--- config.mk ---
export PLATFORM = sky130hd
export DESIGN_NAME = irq_cmd_sequencer
export DESIGN_NICKNAME = d
export VERILOG_FILES = /design/src/rtl/irqseq_pkg.sv /design/src/rtl/irqseq_bus.sv /design/src/rtl/irqseq_decode.sv /design/src/rtl/irqseq_fsm.sv /design/src/rtl/irq_cmd_sequencer.sv
export SDC_FILE = /design/constraint.sdc
export NUM_CORES = 1
export LEC_CHECK = 0
export BUFFER_PORTS_ARGS = -buffer_cell sky130_fd_sc_hd__buf_2
export CAP_MARGIN = 20
export CORE_ASPECT_RATIO = 1.25
export CORE_UTILIZATION = 40
export CTS_BUF_LIST = sky130_fd_sc_hd__clkbuf_16
export DETAILED_ROUTE_END_ITERATION = 6
export GPL_ROUTABILITY_DRIVEN = 0
export PLACE_DENSITY = 0.65
export SLEW_MARGIN = 10
export SYNTH_ARGS = -nofsm -noshare
export SYNTH_HDL_FRONTEND = slang
export SYNTH_HIERARCHICAL = 1
export SYNTH_SLANG_ARGS = --single-unit
--- constraint.sdc ---
create_clock -name clk -period 2.3 [get_ports clk]
set_clock_uncertainty 0.1 [all_clocks]
set_input_delay 0.46 -clock clk [delete_from_list [all_inputs] [get_ports clk]]
set_output_delay 0.46 -clock clk [all_outputs]
set_load 0.02 [all_outputs]
--- src/rtl/irqseq_pkg.sv ---
package irqseq_pkg;

    typedef enum logic [2:0] {
        ST_UNINIT    = 3'd0,
        ST_WAIT_BASE = 3'd1,
        ST_WAIT_CASC = 3'd2,
        ST_WAIT_MODE = 3'd3,
        ST_READY     = 3'd4
    } seq_state_t;

    typedef enum logic [2:0] {
        WK_NONE  = 3'd0,
        WK_START = 3'd1,
        WK_DATA  = 3'd2,
        WK_EOI   = 3'd3,
        WK_RSEL  = 3'd4
    } word_kind_t;

    // Bit positions inside command bytes
    localparam int START_BIT  = 4;
    localparam int CMD_BIT    = 3;
    localparam int LEVEL_BIT  = 3;
    localparam int SINGLE_BIT = 1;
    localparam int MODE_BIT   = 0;
    localparam int RSEL_EN    = 1;
    localparam int RSEL_ISR   = 0;

endpackage

--- src/rtl/irqseq_bus.sv ---
module irqseq_bus (
    input  logic clk,
    input  logic rst_n,
    input  logic cs_n,
    input  logic rd_n,
    input  logic wr_n,
    output logic wr_fire,
    output logic rd_act
);
    logic wr_act;
    logic wr_act_q;

    assign wr_act = !cs_n && !wr_n;
    assign rd_act = !cs_n && !rd_n;

    always_ff @(posedge clk or negedge rst_n) begin
        if (!rst_n) begin
            wr_act_q <= 1'b0;
        end else begin
            wr_act_q <= wr_act;
        end
    end

    // One write per strobe low period
    assign wr_fire = wr_act && !wr_act_q;

    p_single_fire_r11: assert property (@(posedge clk) disable iff (!rst_n)
        wr_fire |=> !wr_fire);

    p_hold_no_fire_r11: assert property (@(posedge clk) disable iff (!rst_n)
        (wr_act && $past(wr_act)) |-> !wr_fire);

endmodule

--- src/rtl/irqseq_decode.sv ---
module irqseq_decode
    import irqseq_pkg::*;
#(
    parameter int DW = 8
) (
    input  logic          wr_fire,
    input  logic          addr,
    input  logic [DW-1:0] wdata,
    output word_kind_t    kind
);
    always_comb begin
        kind = WK_NONE;
        if (wr_fire) begin
            if (addr) begin
                kind = WK_DATA;
            end else if (wdata[START_BIT]) begin
                kind = WK_START;
            end else if (wdata[CMD_BIT]) begin
                kind = WK_RSEL;
            end else begin
                kind = WK_EOI;
            end
        end
    end

    always_comb begin
        if (!wr_fire) begin
            p_idle_kind_r11: assert (kind == WK_NONE);
        end
    end

endmodule

--- src/rtl/irqseq_fsm.sv ---
module irqseq_fsm
    import irqseq_pkg::*;
#(
    parameter int DW = 8
) (
    input  logic          clk,
    input  logic          rst_n,
    input  word_kind_t    kind,
    input  logic [DW-1:0] wdata,
    output logic          init_done,
    output logic          cfg_level,
    output logic          cfg_single,
    output logic          cfg_need_mode,
    output logic [DW-1:0] vec_base,
    output logic [DW-1:0] casc_map,
    output logic [DW-1:0] mode_word,
    output logic [DW-1:0] mask,
    output logic          eoi_pulse,
    output logic [DW-1:0] eoi_cmd,
    output logic          rsel_isr
);
    seq_state_t state;
    seq_state_t state_nx;

    // State register
    always_ff @(posedge clk or negedge rst_n) begin
        if (!rst_n) begin
            state <= ST_UNINIT;
        end else begin
            state <= state_nx;
        end
    end

    // Next-state logic
    always_comb begin
        state_nx = state;
        if (kind == WK_START) begin
            state_nx = ST_WAIT_BASE;
        end else if (kind == WK_DATA) begin
            unique case (state)
                ST_UNINIT:    state_nx = ST_UNINIT;
                ST_WAIT_BASE: begin
                    if (!cfg_single) begin
                        state_nx = ST_WAIT_CASC;
                    end else if (cfg_need_mode) begin
                        state_nx = ST_WAIT_MODE;
                    end else begin
                        state_nx = ST_READY;
                    end
                end
                ST_WAIT_CASC: state_nx = cfg_need_mode ? ST_WAIT_MODE : ST_READY;
                ST_WAIT_MODE: state_nx = ST_READY;
                ST_READY:     state_nx = ST_READY;
                default:      state_nx = ST_UNINIT;
            endcase
        end
    end

    // Output and configuration registers
    always_ff @(posedge clk or negedge rst_n) begin
        if (!rst_n) begin
            cfg_level     <= 1'b0;
            cfg_single    <= 1'b0;
            cfg_need_mode <= 1'b0;
            vec_base      <= '0;
            casc_map      <= '0;
            mode_word     <= '0;
            mask          <= '0;
            eoi_pulse     <= 1'b0;
            eoi_cmd       <= '0;
            rsel_isr      <= 1'b0;
        end else begin
            eoi_pulse <= 1'b0;
            if (kind == WK_START) begin
                cfg_level     <= wdata[LEVEL_BIT];
                cfg_single    <= wdata[SINGLE_BIT];
                cfg_need_mode <= wdata[MODE_BIT];
                mask          <= '0;
                rsel_isr      <= 1'b0;
            end else begin
                unique case (state)
                    ST_UNINIT: begin
                    end
                    ST_WAIT_BASE: begin
                        if (kind == WK_DATA) vec_base <= wdata;
                    end
                    ST_WAIT_CASC: begin
                        if (kind == WK_DATA) casc_map <= wdata;
                    end
                    ST_WAIT_MODE: begin
                        if (kind == WK_DATA) mode_word <= wdata;
                    end
                    ST_READY: begin
                        if (kind == WK_DATA) begin
                            mask <= wdata;
                        end else if (kind == WK_EOI) begin
                            eoi_pulse <= 1'b1;
                            eoi_cmd   <= wdata;
                        end else if (kind == WK_RSEL && wdata[RSEL_EN]) begin
                            rsel_isr <= wdata[RSEL_ISR];
                        end
                    end
                    default: begin
                    end
                endcase
            end
        end
    end

    assign init_done = (state == ST_READY);

    p_restart_r2: assert property (@(posedge clk) disable iff (!rst_n)
        (kind == WK_START) |=> (state == ST_WAIT_BASE) && (mask == '0) && !rsel_isr);

    p_uninit_hold_r6: assert property (@(posedge clk) disable iff (!rst_n)
        (state == ST_UNINIT && kind != WK_START) |=> (state == ST_UNINIT));

    p_skip_casc_r4: assert property (@(posedge clk) disable iff (!rst_n)
        (state == ST_WAIT_BASE && kind == WK_DATA && cfg_single) |=> (state != ST_WAIT_CASC));

    p_mask_hold_r7: assert property (@(posedge clk) disable iff (!rst_n)
        (kind != WK_START && !(kind == WK_DATA && state == ST_READY)) |=> $stable(mask));

    p_eoi_ready_r8: assert property (@(posedge clk) disable iff (!rst_n)
        eoi_pulse |-> init_done);

    p_eoi_one_r8: assert property (@(posedge clk) disable iff (!rst_n)
        eoi_pulse |=> !eoi_pulse);

endmodule

--- src/rtl/irq_cmd_sequencer.sv ---
module irq_cmd_sequencer
    import irqseq_pkg::*;
#(
    parameter int DW   = 8,
    parameter int ID_W = 3
) (
    input  logic            clk,
    input  logic            rst_n,
    input  logic            cs_n,
    input  logic            rd_n,
    input  logic            wr_n,
    input  logic            addr,
    input  logic [DW-1:0]   wdata,
    output logic [DW-1:0]   rdata,
    input  logic [DW-1:0]   isr_in,
    input  logic [DW-1:0]   irr_in,
    output logic            init_done,
    output logic            cfg_level,
    output logic            cfg_single,
    output logic            cfg_need_mode,
    output logic [DW-1:0]   vec_base,
    output logic [DW-1:0]   casc_map,
    output logic [ID_W-1:0] casc_id,
    output logic [DW-1:0]   mode_word,
    output logic [DW-1:0]   mask,
    output logic            eoi_pulse,
    output logic [DW-1:0]   eoi_cmd,
    output logic            rsel_isr
);
    logic       wr_fire;
    logic       rd_act;
    word_kind_t kind;

    irqseq_bus u_bus (
        .clk     (clk),
        .rst_n   (rst_n),
        .cs_n    (cs_n),
        .rd_n    (rd_n),
        .wr_n    (wr_n),
        .wr_fire (wr_fire),
        .rd_act  (rd_act)
    );

    irqseq_decode #(.DW(DW)) u_decode (
        .wr_fire (wr_fire),
        .addr    (addr),
        .wdata   (wdata),
        .kind    (kind)
    );

    irqseq_fsm #(.DW(DW)) u_fsm (
        .clk           (clk),
        .rst_n         (rst_n),
        .kind          (kind),
        .wdata         (wdata),
        .init_done     (init_done),
        .cfg_level     (cfg_level),
        .cfg_single    (cfg_single),
        .cfg_need_mode (cfg_need_mode),
        .vec_base      (vec_base),
        .casc_map      (casc_map),
        .mode_word     (mode_word),
        .mask          (mask),
        .eoi_pulse     (eoi_pulse),
        .eoi_cmd       (eoi_cmd),
        .rsel_isr      (rsel_isr)
    );

    assign casc_id = casc_map[ID_W-1:0];

    always_comb begin
        rdata = '0;
        if (rd_act) begin
            if (addr) begin
                rdata = mask;
            end else begin
                rdata = rsel_isr ? isr_in : irr_in;
            end
        end
    end

    p_eoi_needs_strobe_r8: assert property (@(posedge clk) disable iff (!rst_n)
        $rose(eoi_pulse) |-> $past(wr_fire) && !$past(addr));

endmodule

======== Word-level counts from Yosys, hierarchy flattened ========
Index checks and enable logic that the tools add are counted.
storage, ports and cells
  bits of input ports ..................... 30
  logic and storage cells ................. 66
  register bits ........................... 49
cells by class
  mux-type cells .......................... 24
  bitwise gates (word level) .............. 2
  eq/ne operators ......................... 10
  reductions and logical operators ........ 18
operators by type and width
  kind                                                                   count
  8-bit 2-to-1 mux                                                       6
  3-bit 2-to-1 mux                                                       8
  3-bit by 2-bit equality test with 1-bit output, second input constant  4
  1-bit 2-to-1 mux                                                       9
  3-bit case mux with 3 select lines                                     1
  3-bit AND reduction                                                    3
  4-bit AND reduction                                                    2
  3-bit by 1-bit equality test with 1-bit output, second input constant  2
  3-bit equality test, second input constant                             2
  2-bit nonzero test                                                     3
  1-bit logical AND                                                      4
  1-bit zero test                                                        4
  2-bit by 1-bit != test with 1-bit output, second input constant        2
  1-bit NOT                                                              2
  2-bit AND reduction                                                    1
  2-bit OR reduction                                                     1

======== Longest topological paths before layout ========
  word-level depth ........................ 11
  depth in mapped cells ................... 7
  mapped depth without buffers ............ 5

======== Hierarchy ========
The synthesis kept the hierarchy.
modules (own cells, without submodules)
  module             cells an instance  area an instance (um2)  instances
  irqseq_fsm         154                2,078.2                 1
  irq_cmd_sequencer  30                 302.8                   1
  irqseq_decode      5                  46.3                    1
  irqseq_bus         4                  42.5                    1

======== Least setup slack after synthesis ========
No wires, ideal clock.
  path type ............................... input port to flip-flop
  from .................................... in cs_n
  to ...................................... reg u_fsm.mode_word[0]
  path slack .............................. 0.199 ns
  library setup time ...................... 0.125 ns
  arrival ................................. 1.876 ns
  data required time ...................... 2.075 ns
  cell stages on the path ................. 6
  cell sequence ........................... nor3_2 o21a_1 nor4b_1 and3_1 buf_2 mux2_2
between the ends
  word-level cells in the longest chain between the ends .. 7
  elaborated cells between the ends (all ways) .. 8
  classes of those cells .................. 2 x eq/ne; 1 x mux; 1 x bitwise; 4 x reduce/logical
ends and longest elaborated chain
  what                                            line                     text
  start, declared                                 irq_cmd_sequencer.sv:9   input logic cs_n,
  1-bit zero test (*)                             irqseq_bus.sv:13         assign wr_act = !cs_n && !wr_n;
  1-bit logical AND (*)                           irqseq_bus.sv:13
  1-bit logical AND (*)                           irqseq_bus.sv:25         assign wr_fire = wr_act && !wr_act_q;
  3-bit 2-to-1 mux (*)                            irqseq_decode.sv:13      if (wr_fire) begin
  net kind[1]                                     irq_cmd_sequencer.sv:32  word_kind_t kind;
  3-bit by 1-bit equality test with 1-bit output  irqseq_fsm.sv:74         if (kind == WK_START) begin
  1-bit NOT (no source line)                      --
  3-bit AND reduction (no source line) (*)        --
  end signal, assigned                            irqseq_fsm.sv:91         if (kind == WK_DATA) mode_word <= wdata;
  end, declared                                   irqseq_fsm.sv:16         output logic [DW-1:0] mode_word,
The timed path passes the listed nets; every way through them passes the cells marked *.
A chain may end at the register's enable or synchronous reset.

======== Worst setup path after layout ========
  from .................................... reg u_fsm.rsel_isr
  to ...................................... out rdata[2]
between the ends
  word-level cells in the longest chain between the ends .. 3
ends and longest elaborated chain
  what                    line                     text
  start, declared         irqseq_fsm.sv:20         output logic rsel_isr
  start signal, assigned  irqseq_fsm.sv:100        rsel_isr <= wdata[RSEL_ISR];
  8-bit 2-to-1 mux        irq_cmd_sequencer.sv:77  rdata = rsel_isr ? isr_in : irr_in;
  8-bit 2-to-1 mux        irq_cmd_sequencer.sv:74  if (addr) begin
  8-bit 2-to-1 mux        irq_cmd_sequencer.sv:73  if (rd_act) begin
  end, declared           irq_cmd_sequencer.sv:14  output logic [DW-1:0] rdata,
Every way passes these cells.

==> report_table.html <==
<table>
<tr><th>Metric</th><th>Value</th></tr>
<tr><th colspan="2">Status</th></tr>
<tr><td>Status</td><td>finished, violations left</td></tr>
<tr><td>Failing checks</td><td>hold timing</td></tr>
<tr><th colspan="2">Timing</th></tr>
<tr><td>Final worst path period share</td><td>approximately nine tenths</td></tr>
<tr><td>Measured slew at the worst slew-check pin</td><td>around 0.42 ns</td></tr>
<tr><td>Setup repair after global routing missed its margin</td><td>no</td></tr>
<tr><td>Setup slack after layout</td><td>0.2209 ns</td></tr>
<tr><td>FMAX</td><td>0.4810 GHz</td></tr>
<tr><td># setup viols final</td><td>0</td></tr>
<tr><td>Worst hold slack</td><td>-0.003251 ns</td></tr>
<tr><td>Fin crit period</td><td>between 2 and 2.5 ns</td></tr>
<tr><td>Relative max-transition margin</td><td>72.25%</td></tr>
<tr><td>Final number of hold-violating endpoints</td><td>5</td></tr>
<tr><td>Slew Viols, Final</td><td>0</td></tr>
<tr><th colspan="2">Synthesis</th></tr>
<tr><td>Instance count of the mapped netlist</td><td>slightly below 200</td></tr>
<tr><td>Top cell type by total area after synthesis</td><td>sky130_fd_sc_hd__dfrtp_1</td></tr>
<tr><td>Yosys top cell area share</td><td>a little under 50%</td></tr>
<tr><td>Main synth FF type</td><td>sky130_fd_sc_hd__dfrtp_1</td></tr>
<tr><td>Flops &amp; latches, synth</td><td>49</td></tr>
<tr><td>Synth cell count leaders</td><td>sky130_fd_sc_hd__dfrtp_1 (49), sky130_fd_sc_hd__mux2_2 (35), sky130_fd_sc_hd__nor3b_1 (9)</td></tr>
<tr><td>Netlist area before placement</td><td>about 2500 sq um</td></tr>
<tr><td>Post-Syn Nets</td><td>223</td></tr>
<tr><td>Number of library cell types mapped by synthesis</td><td>between 40 and 50</td></tr>
<tr><td>Fraction of registers with async set or reset after synthesis</td><td>100.0%</td></tr>
<tr><td>Number of flops mapped to enable cells by yosys</td><td>0</td></tr>
<tr><td>Post-synthesis average cell area</td><td>12.80 sq um</td></tr>
<tr><td>Sequential cell area fraction in the yosys report</td><td>around 50%</td></tr>
<tr><td>Yosys warning count</td><td>6</td></tr>
<tr><td>Cell types with the largest area share after synthesis</td><td>sky130_fd_sc_hd__dfrtp_1 (50%), sky130_fd_sc_hd__mux2_2 (16%), sky130_fd_sc_hd__mux2_4 (4.9%)</td></tr>
<tr><td>Leading cell type by number of instances after synthesis</td><td>sky130_fd_sc_hd__dfrtp_1</td></tr>
<tr><th colspan="2">Critical path</th></tr>
<tr><td>WP depth</td><td>4</td></tr>
<tr><td>Critical path cell sequence</td><td>buf_4 &gt; mux2_4 &gt; o211a_1 &gt; buf_2</td></tr>
<tr><td>Worst Setup Path Type</td><td>reg -&gt; out</td></tr>
<tr><td>Crit path required time</td><td>1.74 ns</td></tr>
<tr><td>Data arrival time of the critical path</td><td>1.52 ns</td></tr>
<tr><td>Kind of end point of the critical path</td><td>output pin</td></tr>
<tr><td>Worst Path Max Fanout</td><td>10</td></tr>
<tr><td>Type of element launching the critical path</td><td>flip-flop</td></tr>
<tr><td>Critical Path Slowest Stage Cell</td><td>sky130_fd_sc_hd__dfrtp_1</td></tr>
<tr><td>Length in cells of the worst reg-to-reg path</td><td>7</td></tr>
<tr><td>Delay of the slowest cell on the worst path</td><td>0.38 ns</td></tr>
<tr><td>Cell family with the largest share of critical-path delay</td><td>flip-flops</td></tr>
<tr><td>Buf+Inv Stages, Crit Path</td><td>2</td></tr>
<tr><th colspan="2">CTS</th></tr>
<tr><td>Cts bufs inserted</td><td>5</td></tr>
<tr><td>Clk pin slew, worst setup/hold paths</td><td>0.07 ns</td></tr>
<tr><td>Clock Latency Late Sink</td><td>0.28 ns</td></tr>
<tr><td>H-tree Lvls</td><td>2</td></tr>
<tr><td>Clock root buffer master</td><td>sky130_fd_sc_hd__clkbuf_16</td></tr>
<tr><td>Buffers inserted by post-CTS timing repair</td><td>0</td></tr>
<tr><td>TritonCTS clock tree</td><td>built</td></tr>
<tr><td>Clock sinks</td><td>49</td></tr>
<tr><td>Resize count post-CTS</td><td>0</td></tr>
<tr><td>Maximum number of buffers from clock root to sink</td><td>2</td></tr>
<tr><td>Hold buffers post-CTS</td><td>0</td></tr>
<tr><th colspan="2">Drt</th></tr>
<tr><td>1st-iter DRT viols</td><td>48</td></tr>
<tr><td>Final wirelength</td><td>between 5 and 6 mm</td></tr>
<tr><td>Antenna viol nets, final</td><td>0</td></tr>
<tr><td>Post-DR vias/cell</td><td>~5</td></tr>
<tr><td>Vias after detailed routing</td><td>1900</td></tr>
<tr><td>1st-pass router iterations</td><td>4</td></tr>
<tr><td>DRC errors left</td><td>0</td></tr>
<tr><td>Routed wire length per instance</td><td>~15 microns</td></tr>
<tr><th colspan="2">Power and ir drop</th></tr>
<tr><td>Power Dens Cells</td><td>843.8 nW/um^2</td></tr>
<tr><td>Power Total</td><td>2.783 mW</td></tr>
<tr><td>Largest voltage drop on the vdd net</td><td>480.1 uV</td></tr>
<tr><td>LEAKAGE</td><td>1.857 nW</td></tr>
<tr><th colspan="2">Final layout</th></tr>
<tr><td>Number of non-filler instances in the completed layout</td><td>between 300 and 400</td></tr>
<tr><td>Area growth from synthesis to layout</td><td>33.54%</td></tr>
<tr><td>Final nets</td><td>323</td></tr>
<tr><td>Ant. Diodes</td><td>0</td></tr>
<tr><td>Share of post-route cells with drive strength above 1</td><td>between 50% and 60%</td></tr>
<tr><th colspan="2">Flow run</th></tr>
<tr><td>Max-Cap Viols</td><td>0</td></tr>
<tr><th colspan="2">Placed design</th></tr>
<tr><td>Buffers added on ports</td><td>86</td></tr>
<tr><td>DP Wirelength</td><td>between 4 and 5 mm</td></tr>
<tr><td>Number of placed instances with taps included</td><td>~370</td></tr>
<tr><td>Post-Place Worst Slack</td><td>-0.01805 ns</td></tr>
<tr><th colspan="2">Global routing</th></tr>
<tr><td>Global-route wire length before repair</td><td>9.370 mm</td></tr>
<tr><td>Vias in the first global route</td><td>1871</td></tr>
<tr><td>GR Util All Layers</td><td>18.71%</td></tr>
<tr><td>Initial antenna violation count</td><td>0</td></tr>
<tr><td>Largest net degree at the start of global routing</td><td>20</td></tr>
<tr><td>Congestion Overflow GR</td><td>0</td></tr>
<tr><th colspan="2">Floorplanning</th></tr>
<tr><td>Area of the core region</td><td>5857 sq um</td></tr>
<tr><td>Starting utilization of the core area</td><td>42.17%</td></tr>
<tr><td>Die area</td><td>around 6500 sq um</td></tr>
<tr><td>Die span in x</td><td>roughly 72 microns</td></tr>
<tr><td>Ports</td><td>87</td></tr>
<tr><td>Number of placement rows</td><td>31</td></tr>
<tr><td>Die Y</td><td>89.86 microns</td></tr>
<tr><th colspan="2">Hold path</th></tr>
<tr><td>Path class of the lowest-slack min-delay path</td><td>in -&gt; async</td></tr>
</table>
==> routing by layer <==
metal	wire, microns	GRT usage [%]	vias to the layer above	part of all wire, %
li1	-	-	911	-
met1	2492	23.33	922	43
met2	2876	31.93	62	50
met3	333	4.148	5	5.8
met4	72	5.556	0	1.2
met5	0	0	-	0
==> cells in the final DEF, fill, tap and decap left out, types with 2 or more instances in the layout <==
| cell type | instances |
|---|---|
| sky130_fd_sc_hd__dfrtp_1 | 49 |
| sky130_fd_sc_hd__mux2_2 | 35 |
| sky130_fd_sc_hd__or2b_1 | 8 |
| sky130_fd_sc_hd__nor3_2 | 2 |
| sky130_fd_sc_hd__o21ai_0 | 5 |
| sky130_fd_sc_hd__clkbuf_16 | 5 |
| sky130_fd_sc_hd__mux2_4 | 8 |
| sky130_fd_sc_hd__a21o_1 | 3 |
| sky130_fd_sc_hd__nor2b_1 | 4 |
| sky130_fd_sc_hd__a221o_1 | 7 |
| sky130_fd_sc_hd__nor3b_1 | 9 |
| sky130_fd_sc_hd__inv_1 | 4 |
| sky130_fd_sc_hd__nand2_1 | 3 |
| sky130_fd_sc_hd__o211a_1 | 8 |
| sky130_fd_sc_hd__buf_2 | 86 |
| sky130_fd_sc_hd__buf_4 | 22 |
| sky130_fd_sc_hd__bufinv_16 | 2 |
| sky130_fd_sc_hd__nor2_1 | 3 |
| sky130_fd_sc_hd__nand3b_1 | 3 |
| sky130_fd_sc_hd__nand2b_1 | 3 |
==> final cells by class <==
class	count	area (sq um)
fillers	505	2559
flip-flops and latches	49	1226
multi-input cells	124	1145
repair buffers	109	615.6
clock buffers	5	125.1
well taps	82	102.6
clock inverters	3	68.82
inverters	4	15.01
==> cells by family after synthesis <==
logic type	share of synthesized area, %
DFF	49.65
and+or+nand+nor	13.73
muxes	20.82
AOI/OAI and AO/OA	11.45
buffers and inverters	4.002
xor gates and xnor gates	0.3547
==> power by group <==
| group | leakage [nW] | switching [mW] | internal, mW | total, mW |
|---|---|---|---|---|
| Clock | 0.0944 | 0.317 | 0.627 | 0.944 |
| Combinational | 1.10 | 0.418 | 0.321 | 0.739 |
| Sequential | 0.658 | 0.0869 | 1.01 | 1.10 |
==> state kept, by name, indices dropped and copies added, names as in the netlist <==
register,cells
u_fsm/rsel_isr,1
u_fsm/mode_word,8
u_fsm/cfg_need_mode,1
u_fsm/mask,8
u_fsm/casc_map,8
u_fsm/state,3
u_fsm/cfg_single,1
u_fsm/eoi_cmd,8
u_fsm/eoi_pulse,1
u_fsm/cfg_level,1
u_fsm/vec_base,8
u_bus/wr_act_q,1
==> stage by stage <==
step	setup TNS, ns	util [%]	instance area [sq um]
floorplan	0	-	2470
global placement	-0.2983	53.00	3104
detailed placement	-0.04016	53.00	3104
CTS	0	56.31	3298
global route	0	56.31	3298
finish	0	56.31	3298
==> path summary, 6_finish.rpt <==
| check | startpoint | to | slack [ns] |
|---|---|---|---|
| hold reg to reg | u_fsm/mode_word[6] | u_fsm/mode_word[6] | 0.40 |
| max in group asynchronous | rst_n | u_fsm/mask[0] | 1.49 |
| hold / removal | rst_n | u_fsm/casc_map[7] | -0.003 |
| setup / recovery | u_fsm/rsel_isr | rdata[2] | 0.22 |
| min in group clk | wr_n | u_bus/wr_act_q | 0.24 |
| setup reg to reg | u_bus/wr_act_q | u_fsm/mode_word[4] | 0.28 |
No activity file was read; power rests on OpenSTA's default activity.
